===== src/rtl/fwl_pkg.sv =====
package fwl_pkg;
  typedef enum logic [1:0] {
    BLK_ERASED = 2'd0,
    BLK_USED   = 2'd1,
    BLK_STALE  = 2'd2
  } blk_state_e;

  typedef enum logic [1:0] {
    S_IDLE   = 2'd0,
    S_SCAN   = 2'd1,
    S_COMMIT = 2'd2,
    S_RESP   = 2'd3
  } alloc_state_e;
endpackage


===== src/rtl/fwl_table.sv =====
module fwl_table
  import fwl_pkg::*;
#(
  parameter int NUM_PHYS = 8,
  parameter int NUM_LOG  = 4,
  parameter int CNT_W    = 4,
  localparam int PW = $clog2(NUM_PHYS),
  localparam int LW = $clog2(NUM_LOG)
) (
  input  logic             clk,
  input  logic             rst_n,
  input  logic [PW-1:0]    scan_idx,
  output logic             scan_bad,
  output blk_state_e       scan_state,
  output logic [CNT_W-1:0] scan_cnt,
  input  logic [LW-1:0]    lkp_lba,
  output logic             lkp_valid,
  output logic [PW-1:0]    lkp_pba,
  input  logic             mark_en,
  input  logic [PW-1:0]    mark_pba,
  input  logic             commit_en,
  input  logic [LW-1:0]    commit_lba,
  input  logic [PW-1:0]    commit_pba,
  input  logic             commit_erase
);
  localparam logic [CNT_W-1:0] CNT_MAX = {CNT_W{1'b1}};

  logic             bad   [NUM_PHYS];
  blk_state_e       st    [NUM_PHYS];
  logic [CNT_W-1:0] cnt   [NUM_PHYS];
  logic             map_v [NUM_LOG];
  logic [PW-1:0]    map_p [NUM_LOG];

  assign scan_bad   = bad[scan_idx];
  assign scan_state = st[scan_idx];
  assign scan_cnt   = cnt[scan_idx];
  assign lkp_valid  = map_v[lkp_lba];
  assign lkp_pba    = map_p[lkp_lba];

  always_ff @(posedge clk) begin
    if (!rst_n) begin
      for (int b = 0; b < NUM_PHYS; b++) begin
        bad[b] <= 1'b0;
        st[b]  <= BLK_ERASED;
        cnt[b] <= '0;
      end
      for (int l = 0; l < NUM_LOG; l++) begin
        map_v[l] <= 1'b0;
        map_p[l] <= '0;
      end
    end else begin
      if (mark_en) bad[mark_pba] <= 1'b1;
      if (commit_en) begin
        if (map_v[commit_lba]) st[map_p[commit_lba]] <= BLK_STALE;
        st[commit_pba]    <= BLK_USED;
        map_v[commit_lba] <= 1'b1;
        map_p[commit_lba] <= commit_pba;
        if (commit_erase && cnt[commit_pba] != CNT_MAX)
          cnt[commit_pba] <= cnt[commit_pba] + 1'b1;
      end
    end
  end

  // a committed target is never a bad block
  assert_target_good_R9: assert property (@(posedge clk) disable iff (!rst_n)
    commit_en |-> !bad[commit_pba]);

  // a target that needs no erase must already be erased
  assert_no_erase_means_erased_R6: assert property (@(posedge clk) disable iff (!rst_n)
    (commit_en && !commit_erase) |-> st[commit_pba] == BLK_ERASED);

  for (genvar b = 0; b < NUM_PHYS; b++) begin : g_blk_chk
    // a saturated count never wraps
    assert_cnt_saturates_R7: assert property (@(posedge clk) disable iff (!rst_n)
      cnt[b] == CNT_MAX |=> cnt[b] == CNT_MAX);
    // a count changes only when an erase is issued for that block
    assert_cnt_only_on_erase_R7: assert property (@(posedge clk) disable iff (!rst_n)
      !(commit_en && commit_erase && commit_pba == PW'(b)) |=> $stable(cnt[b]));
    // a bad flag is permanent
    assert_bad_sticky_R9: assert property (@(posedge clk) disable iff (!rst_n)
      bad[b] |=> bad[b]);
  end
endmodule


===== src/rtl/fwl_picker.sv =====
module fwl_picker
  import fwl_pkg::*;
#(
  parameter int NUM_PHYS = 8,
  parameter int NUM_RSV  = 2,
  parameter int CNT_W    = 4,
  localparam int PW    = $clog2(NUM_PHYS),
  localparam int RBASE = NUM_PHYS - NUM_RSV
) (
  input  logic             clk,
  input  logic             rst_n,
  input  logic             start,
  input  logic             step,
  input  logic [PW-1:0]    idx,
  input  logic             wl_static,
  input  logic             bb_reserve,
  input  logic             c_bad,
  input  blk_state_e       c_state,
  input  logic [CNT_W-1:0] c_cnt,
  output logic             pick_found,
  output logic [PW-1:0]    pick_idx,
  output logic             pick_erase
);
  logic             best_found, best_stale, rsv_found;
  logic [PW-1:0]    best_idx, rsv_idx;
  logic [CNT_W-1:0] best_cnt;
  logic             in_rsv, prim_ok, better, rsv_ok;

  always_comb begin
    in_rsv  = bb_reserve && (int'(idx) >= RBASE);
    prim_ok = !c_bad && !in_rsv &&
              (wl_static ? (c_state != BLK_USED) : (c_state == BLK_ERASED));
    better  = !best_found || (c_cnt < best_cnt);
    rsv_ok  = in_rsv && !c_bad && (c_state == BLK_ERASED) && !rsv_found;
  end

  always_ff @(posedge clk) begin
    if (!rst_n || start) begin
      best_found <= 1'b0;
      best_stale <= 1'b0;
      best_idx   <= '0;
      best_cnt   <= '0;
      rsv_found  <= 1'b0;
      rsv_idx    <= '0;
    end else if (step) begin
      if (prim_ok && better) begin
        best_found <= 1'b1;
        best_idx   <= idx;
        best_cnt   <= c_cnt;
        best_stale <= (c_state == BLK_STALE);
      end
      if (rsv_ok) begin
        rsv_found <= 1'b1;
        rsv_idx   <= idx;
      end
    end
  end

  assign pick_found = best_found || rsv_found;
  assign pick_idx   = best_found ? best_idx : rsv_idx;
  assign pick_erase = best_found && best_stale;

  // in spare mode the main-pool winner never lies in the spare range
  assert_main_pick_outside_spares_R11: assert property (@(posedge clk) disable iff (!rst_n)
    (best_found && bb_reserve && !start) |-> int'(best_idx) < RBASE);
endmodule


===== src/rtl/flash_wl_alloc.sv =====
module flash_wl_alloc
  import fwl_pkg::*;
#(
  parameter int NUM_PHYS = 8,
  parameter int NUM_LOG  = 4,
  parameter int CNT_W    = 4,
  parameter int NUM_RSV  = 2,
  localparam int PW = $clog2(NUM_PHYS),
  localparam int LW = $clog2(NUM_LOG)
) (
  input  logic          clk,
  input  logic          rst_n,
  input  logic          wl_static,
  input  logic          bb_reserve,
  input  logic          req_valid,
  output logic          req_ready,
  input  logic [LW-1:0] req_lba,
  input  logic          req_write,
  output logic          rsp_valid,
  input  logic          rsp_ready,
  output logic [PW-1:0] rsp_pba,
  output logic          rsp_erase,
  output logic          rsp_err,
  input  logic          mark_bad,
  input  logic [PW-1:0] mark_pba
);
  localparam logic [PW-1:0] LAST = PW'(NUM_PHYS - 1);

  alloc_state_e     state;
  logic [PW-1:0]    idx;
  logic [LW-1:0]    lba_q;
  logic             c_bad;
  blk_state_e       c_state;
  logic [CNT_W-1:0] c_cnt;
  logic             lkp_valid;
  logic [PW-1:0]    lkp_pba;
  logic             pick_found, pick_erase;
  logic [PW-1:0]    pick_idx;
  logic             start, commit_en;

  assign req_ready = (state == S_IDLE);
  assign rsp_valid = (state == S_RESP);
  assign start     = req_ready && req_valid && req_write;
  assign commit_en = (state == S_COMMIT) && pick_found;

  fwl_table #(.NUM_PHYS(NUM_PHYS), .NUM_LOG(NUM_LOG), .CNT_W(CNT_W)) u_table (
    .clk(clk), .rst_n(rst_n),
    .scan_idx(idx), .scan_bad(c_bad), .scan_state(c_state), .scan_cnt(c_cnt),
    .lkp_lba(req_lba), .lkp_valid(lkp_valid), .lkp_pba(lkp_pba),
    .mark_en(mark_bad), .mark_pba(mark_pba),
    .commit_en(commit_en), .commit_lba(lba_q), .commit_pba(pick_idx),
    .commit_erase(pick_erase)
  );

  fwl_picker #(.NUM_PHYS(NUM_PHYS), .NUM_RSV(NUM_RSV), .CNT_W(CNT_W)) u_picker (
    .clk(clk), .rst_n(rst_n), .start(start), .step(state == S_SCAN), .idx(idx),
    .wl_static(wl_static), .bb_reserve(bb_reserve),
    .c_bad(c_bad), .c_state(c_state), .c_cnt(c_cnt),
    .pick_found(pick_found), .pick_idx(pick_idx), .pick_erase(pick_erase)
  );

  always_ff @(posedge clk) begin
    if (!rst_n) begin
      state     <= S_IDLE;
      idx       <= '0;
      lba_q     <= '0;
      rsp_pba   <= '0;
      rsp_erase <= 1'b0;
      rsp_err   <= 1'b0;
    end else begin
      unique case (state)
        S_IDLE: if (req_valid) begin
          lba_q <= req_lba;
          idx   <= '0;
          if (req_write) begin
            state <= S_SCAN;
          end else begin
            rsp_pba   <= lkp_valid ? lkp_pba : '0;
            rsp_err   <= !lkp_valid;
            rsp_erase <= 1'b0;
            state     <= S_RESP;
          end
        end
        S_SCAN: begin
          idx <= idx + 1'b1;
          if (idx == LAST) state <= S_COMMIT;
        end
        S_COMMIT: begin
          rsp_pba   <= pick_found ? pick_idx : '0;
          rsp_err   <= !pick_found;
          rsp_erase <= pick_found && pick_erase;
          state     <= S_RESP;
        end
        S_RESP: if (rsp_ready) state <= S_IDLE;
        default: state <= S_IDLE;
      endcase
    end
  end

  // a stalled response holds all its fields
  assert_rsp_hold_R2: assert property (@(posedge clk) disable iff (!rst_n)
    (rsp_valid && !rsp_ready) |=> rsp_valid && $stable(rsp_pba) &&
                                  $stable(rsp_err) && $stable(rsp_erase));

  // a failed request never asks for an erase and names block 0
  assert_err_clean_R12: assert property (@(posedge clk) disable iff (!rst_n)
    (rsp_valid && rsp_err) |-> !rsp_erase && rsp_pba == '0);

  // dynamic allocation never requests an erase
  assert_dyn_no_erase_R5: assert property (@(posedge clk) disable iff (!rst_n)
    (commit_en && !wl_static) |-> !pick_erase);
endmodule


===== config.mk =====
export PLATFORM = sky130hd
export DESIGN_NAME = flash_wl_alloc
export DESIGN_NICKNAME = d
export VERILOG_FILES = /design/src/rtl/fwl_pkg.sv /design/src/rtl/fwl_table.sv /design/src/rtl/fwl_picker.sv /design/src/rtl/flash_wl_alloc.sv
export SDC_FILE = /design/constraint.sdc
export NUM_CORES = 1
export LEC_CHECK = 0
export ABC_CLOCK_PERIOD_IN_PS = 3600
export BUFFER_PORTS_ARGS = -buffer_cell sky130_fd_sc_hd__buf_2
export CAP_MARGIN = 5
export CORE_UTILIZATION = 47
export DETAILED_ROUTE_END_ITERATION = 8
export HOLD_SLACK_MARGIN = 0.02
export PLACE_DENSITY = 0.59
export SYNTH_ARGS = -nofsm -noshare
export SYNTH_HDL_FRONTEND = slang
export SYNTH_SLANG_ARGS = --single-unit

===== constraint.sdc =====
create_clock -name clk -period 3.6 [get_ports clk]
set_clock_uncertainty 0.05 [all_clocks]
set_input_delay 1.08 -clock clk [delete_from_list [all_inputs] [get_ports clk]]
set_output_delay 1.08 -clock clk [all_outputs]
set_load 0.01 [all_outputs]

## After elaboration in Yosys (flattened, before gate mapping)

Memories as Yosys holds them, arrays and structs flattened. A register that Yosys moved wholly into a read port is not among the register bits.
Cells that the tools add are included.

| cells by class | value |
|---|---|
| mux-type cells | 63 |
| $lt $le $gt $ge | 2 |
| add/subtract/negate cells | 2 |
| equality and inequality tests | 11 |
| bitwise operators | 0 |
| reductions and logical operators | 39 |
| multiply operators | 0 |
| divide/modulo/power cells | 0 |
| shifts and indexed selects | 0 |

Operator list:

| kind | count |
|---|---|
| $mux W3 | 17 |
| $mux W1 | 28 |
| $mux W2 | 12 |
| $logic_and A1 B1 Y1 | 13 |
| $pmux W3 S2 | 2 |
| $pmux W2 S4 | 1 |
| $reduce_and A2 Y1 | 4 |
| $logic_not A1 Y1 | 7 |
| $eq A2 B2 Y1 const B | 3 |
| $ne A2 B2 Y1 const B | 3 |
| $reduce_and A3 Y1 | 2 |
| $add A4 B1 Y4 const B | 1 |
| $logic_not A2 Y1 | 2 |
| $lt A4 B4 Y1 | 1 |
| $mux W4 | 1 |
| $ne A2 B1 Y1 const B | 2 |
| $ne A4 B4 Y1 const B | 1 |
| $pmux W1 S2 | 2 |
| $reduce_bool A2 Y1 | 2 |
| $reduce_or A2 Y1 | 2 |
| $reduce_or A4 Y1 | 1 |
| $add A3 B1 Y3 const B | 1 |
| $eq A3 B3 Y1 const B | 1 |
| $ge A3 B3 Y1 const B | 1 |
| other kinds (4) | 7 |

| storage, ports and cells | value |
|---|---|
| ROM bits | 0 |
| input bits | 13 |
| memory bits (writable) | 72 |
| memories kept | 5 |
| logic and storage cells | 134 |
| latch bits | 0 |
| register bits after elaboration | 25 |
| output and inout port bits | 7 |

Memories:

| name | words | bits a word | read ports | clocked after memory_dff | write ports | RTL line | RTL |
|---|---|---|---|---|---|---|---|
| u_table.cnt | 8 | 4 | 2 | 1 | 8 | fwl_table.sv:30 | `logic [CNT_W-1:0] cnt [NUM_PHYS];` |
| u_table.st | 8 | 2 | 1 | 1 | 8 | fwl_table.sv:29 | `blk_state_e st [NUM_PHYS];` |
| u_table.map_p | 4 | 3 | 2 | 1 | 4 | fwl_table.sv:32 | `logic [PW-1:0] map_p [NUM_LOG];` |
| u_table.bad | 8 | 1 | 1 | 1 | 8 | fwl_table.sv:28 | `logic bad [NUM_PHYS];` |
| u_table.map_v | 4 | 1 | 2 | 1 | 4 | fwl_table.sv:31 | `logic map_v [NUM_LOG];` |

## Longest topological paths before layout

An unclocked memory read counts as a cell.

| logic depth | value |
|---|---|
| depth after elaboration | 10 |
| mapped depth | 12 |
| gate-level depth less buffers | 11 |

## By module

From an unflattened synthesis, not the netlist that was laid out.

| unflattened totals | value |
|---|---|
| cells, all modules | 475 |
| area, all modules | 5271.3 um^2 |

By module, submodules not included:

| module | cells each | area an instance (um^2) | instances | sequential area each (um^2) |
|---|---|---|---|---|
| fwl_table | 327 | 3863.7 | 1 | 1891.8 |
| fwl_picker | 75 | 734.5 | 1 | 260.2 |
| flash_wl_alloc | 73 | 673.1 | 1 | 240.2 |

## Worst setup path before layout

OpenSTA, ideal clock, no wires.

| timing | value |
|---|---|
| path kind | reg-to-reg |
| from | reg with a tool-made name |
| to | reg u_picker.best_idx[0] |
| arrival | 3.036 ns |
| period minus slack after synthesis | 3.214 ns |
| library setup time | 0.128 ns |
| setup slack | 0.386 ns |
| buffers on the path | 3 |
| data required time | 3.422 ns |
| cell stages (with the launch flop) | 13 |
| path through | dfxtp_1 clkbuf_1 clkbuf_1 mux4_2 mux2_2 ha_1 inv_1 o21ai_0 a21oi_1 o211ai_1 buf_2 mux2i_1 nor2_1 |

RTL lines:

| item | RTL line | RTL |
|---|---|---|
| end signal: assignment | fwl_picker.sv:48 | `best_idx <= idx;` |
| end: declaration | fwl_picker.sv:25 | `logic [PW-1:0] best_idx, rsv_idx;` |

==> summary.md <==
| Metric | Value |
|---|---|
| Status | finished, final reports clean |
| Mapped Avg Cell Area | 10.5 um2 |
| Remaining antenna violation count | 0 |
| First DRT Iteration DRCs | 259 |
| Share of cells above drive strength 1 | 17.2% |
| Number of global-route vias before repair | 3712 |
| Synth Flop Type | dfxtp_1 |
| Cell Rows | 37 |
| Hold path depth | 2 |
| Max Fclk | 313 MHz |
| Share of the synthesized area in the top cell type | 26.7% |
| Total gr overflow | 0 |
| Synth cell count leaders | nor2_1 (89), nand2_1 (59), dfxtp_1 (57) |
| Post-Synthesis Cells | 481 |
| Vias | 3811 |
| Cell Area, Synth | 5070 um2 |
| Setup tns final | 0 ns |
| LEAKAGE | 2.04 nW |
| Gr usage total | 23.5% |
| VDD IR max | 0.222 mV |
| Worst EP arrival | 3.25 ns |
| Async SR Flop Fraction | 0% |
| Endpoints failing setup | 0 |
| Metal-1 WL | 5950 um |
| Share of the yosys chip area belonging to registers | 49.2% |
| Post-layout min period | 3.20 ns |
| Metal3 WL | 577 um |
| Area growth, synth to finish | 9.70% |
| Slew Limit Fails | 0 |
| Post_cts resized | 0 |
| Wire length on met2 | 5830 um |
| Slew headroom | 53.4% |
| Initial antenna violation count | 0 |
| Yosys warnings | 0 |
| Core Region | 10400 um2 |
| Most numerous cell in the Yosys netlist | nor2_1 |
| Hold Vio Cnt, Final | 0 |
| Root Buffer | clkbuf_8 |
| Routability cong. | 0.912 |
| Finished Layout Cells | 649 |
| Hold_buf cts | 0 |
| RSZ-0062 raised after global routing | no |
| First drt pass iteration count | 5 |
| Netlist cell types | 43 |
| Kind of critical path | reg2reg |
| Fill count | 952 |
| Pin count of the biggest net entering global routing | 21 |
| Die ar. | 11200 um2 |
| Final Util | 53.6% |
| Wirelength per Cell | 19.3 um |
| CP Data Required Time | 3.65 ns |
| Via density per instance | 5.87 |
| #FFs+latches synth | 102 |
| Final wirelength | 12500 um |
| First-pass GRT wire length | 19700 um |
| Top Metal Used | met4 |
| EDFF count, synth | 45 |
| Register-to-register setup slack | 0.40 ns |
| Nets | 532 |
| Synth area leader | edfxtp_1 |
| Worst Path Max Fanout | 11 |
| CTS max path bufs | 2 |
| Ant diodes | 0 |
| Total CTS buffers | 9 |
| Syn_nets | 505 |
| Worst Tran Pin Value | 0.698 ns |
| Initial Utilization | 48.9% |
| Die Height | 106 um |
| Crit. End Element | register |
| Register area | 2490 um2 |
| Num Clock Sinks | 102 |
| Io pins | 20 |
| Reg clk slew, reported paths | 0.10 ns |
| HPWL Detailed | 9480 um |
| Hold Path Class | reg2reg |
| Die Span X | 106 um |
| Top cells by area, synth | edfxtp_1 (27%), dfxtp_1 (23%), mux4_2 (11%) |
| Footprint of the multi-input gates | 2420 um2 |
| Placed cells | 631 |
| R2R depth | 8 |
| H-tree Lvls | 3 |
| TritonCTS clock tree | done |
| Fin crit share | 88.8% |
| Worst setup SP type | register |
| Max-capacitance violation count | 0 |
| Drt drc | 0 |
| Port Buf Inserts | 19 |
| Clk Latency, worst-skew pair | 0.37 ns |
| Pwr Density | 487 nW/um2 |
## worst paths after layout
path                                                       start                         endpoint
worst max-delay path            u_picker.best_found$_SDFFE_PP0P_  u_table.cnt[0][0]$_SDFFCE_PN0P_
worst min-delay path                    u_table.map_v[2]$_DFF_P_         u_table.map_v[2]$_DFF_P_
worst max register to register  u_picker.best_found$_SDFFE_PP0P_  u_table.cnt[0][0]$_SDFFCE_PN0P_
worst min register to register          u_table.map_v[2]$_DFF_P_         u_table.map_v[2]$_DFF_P_
## kinds of logic after synthesis
family                     Yosys count  synth area share [%]
DFF                                102                  49.2
muxes                               53                  17.0
and+or+nand+nor                    195                  17.2
AOI/OAI and AO/OA                   81                  10.7
buffers and inverters               38                  3.06
xor gates and xnor gates             1                 0.173
adders and majority gates           11                  2.72
## flip-flops by register name, indices dropped and copies added, names as in the netlist, 4 cells and up, named ones only
signal             flops
u_table.map_v          4
u_table.bad            8
u_picker.best_cnt      4
u_table.map_p         12
u_table.cnt           32
u_table.st            16
## power breakdown
part / internal [mW] / total [mW] / switching [mW]
registers: 1.29 / 1.38 / 0.0921
clock network: 0.294 / 0.697 / 0.403
logic: 0.273 / 0.632 / 0.359
## cell type report
class	instances	area share, %
Timing Repair Buffer	37	4.14
Clock inverter	5	0.540
Multi-Input combinational cell	341	43.5
Clock buffer	11	2.75
Inverter	17	1.15
Sequential cell	102	44.8
Tap cell	136	3.06
## critical path, cell delays in order, from the launching register on
cell,delay (ns)
dfxtp_1,0.61
mux2_4,0.41
mux4_2,0.35
nor2_1,0.04
a221oi_1,0.44
ha_1,0.30
nand2_1,0.08
o21ai_1,0.53
nor2_1,0.11
## stage by stage
stage | hold WS, ns | power, mW | area, um2 | worst slack [ns]
floorplan | 0.379 | 1.86 | 5070 | 0.386
global placement | 0.397 | 2.00 | 5360 | 0.308
detailed placement | 0.401 | 2.02 | 5360 | 0.176
CTS | 0.418 | 2.70 | 5540 | 0.145
global route | 0.439 | 2.84 | 5560 | 0.204
finish | 0.417 | 2.71 | 5560 | 0.402
## routing by layer
layer	global-route usage [%]	vias to the layer above
li1	-	1815
met1	32.8	1876
met2	38.3	109
met3	2.84	11
met4	7.44	0
met5	0	-
## cells in the final DEF (no fill, tap or decap), types with 2 or more instances in the layout
| cell | count |
|---|---|
| o21a_1 | 3 |
| a32oi_1 | 7 |
| nor4b_1 | 2 |
| clkbuf_8 | 9 |
| ha_1 | 11 |
| dfxtp_1 | 57 |
| clkinv_2 | 3 |
| and2_1 | 6 |
| and3_1 | 3 |
| buf_4 | 18 |
| edfxtp_1 | 45 |
| mux2_2 | 9 |
| buf_2 | 19 |
| a21oi_1 | 11 |
| nand2b_1 | 9 |
| nor2_1 | 89 |
| a211oi_1 | 8 |
| mux2i_1 | 18 |
| a21o_1 | 2 |
| a31oi_1 | 9 |
| o211ai_1 | 2 |
| o21ai_1 | 10 |
| nor4bb_1 | 3 |
| nand2_1 | 59 |
| a32o_1 | 4 |
| nor3b_1 | 3 |
| nand3b_1 | 4 |
| nor3_1 | 6 |
| o21ai_0 | 10 |
| nand3_1 | 5 |
| nor2b_1 | 3 |
| mux4_2 | 25 |
| a22oi_1 | 11 |
| inv_1 | 16 |
## what timing repair did
item                                    CTS  global route
hold endpoints to repair                  0             0
setup buffers                             0             2
endpoints found under the setup margin    0             7
Note: power is estimated with default switching activity, not from simulation.
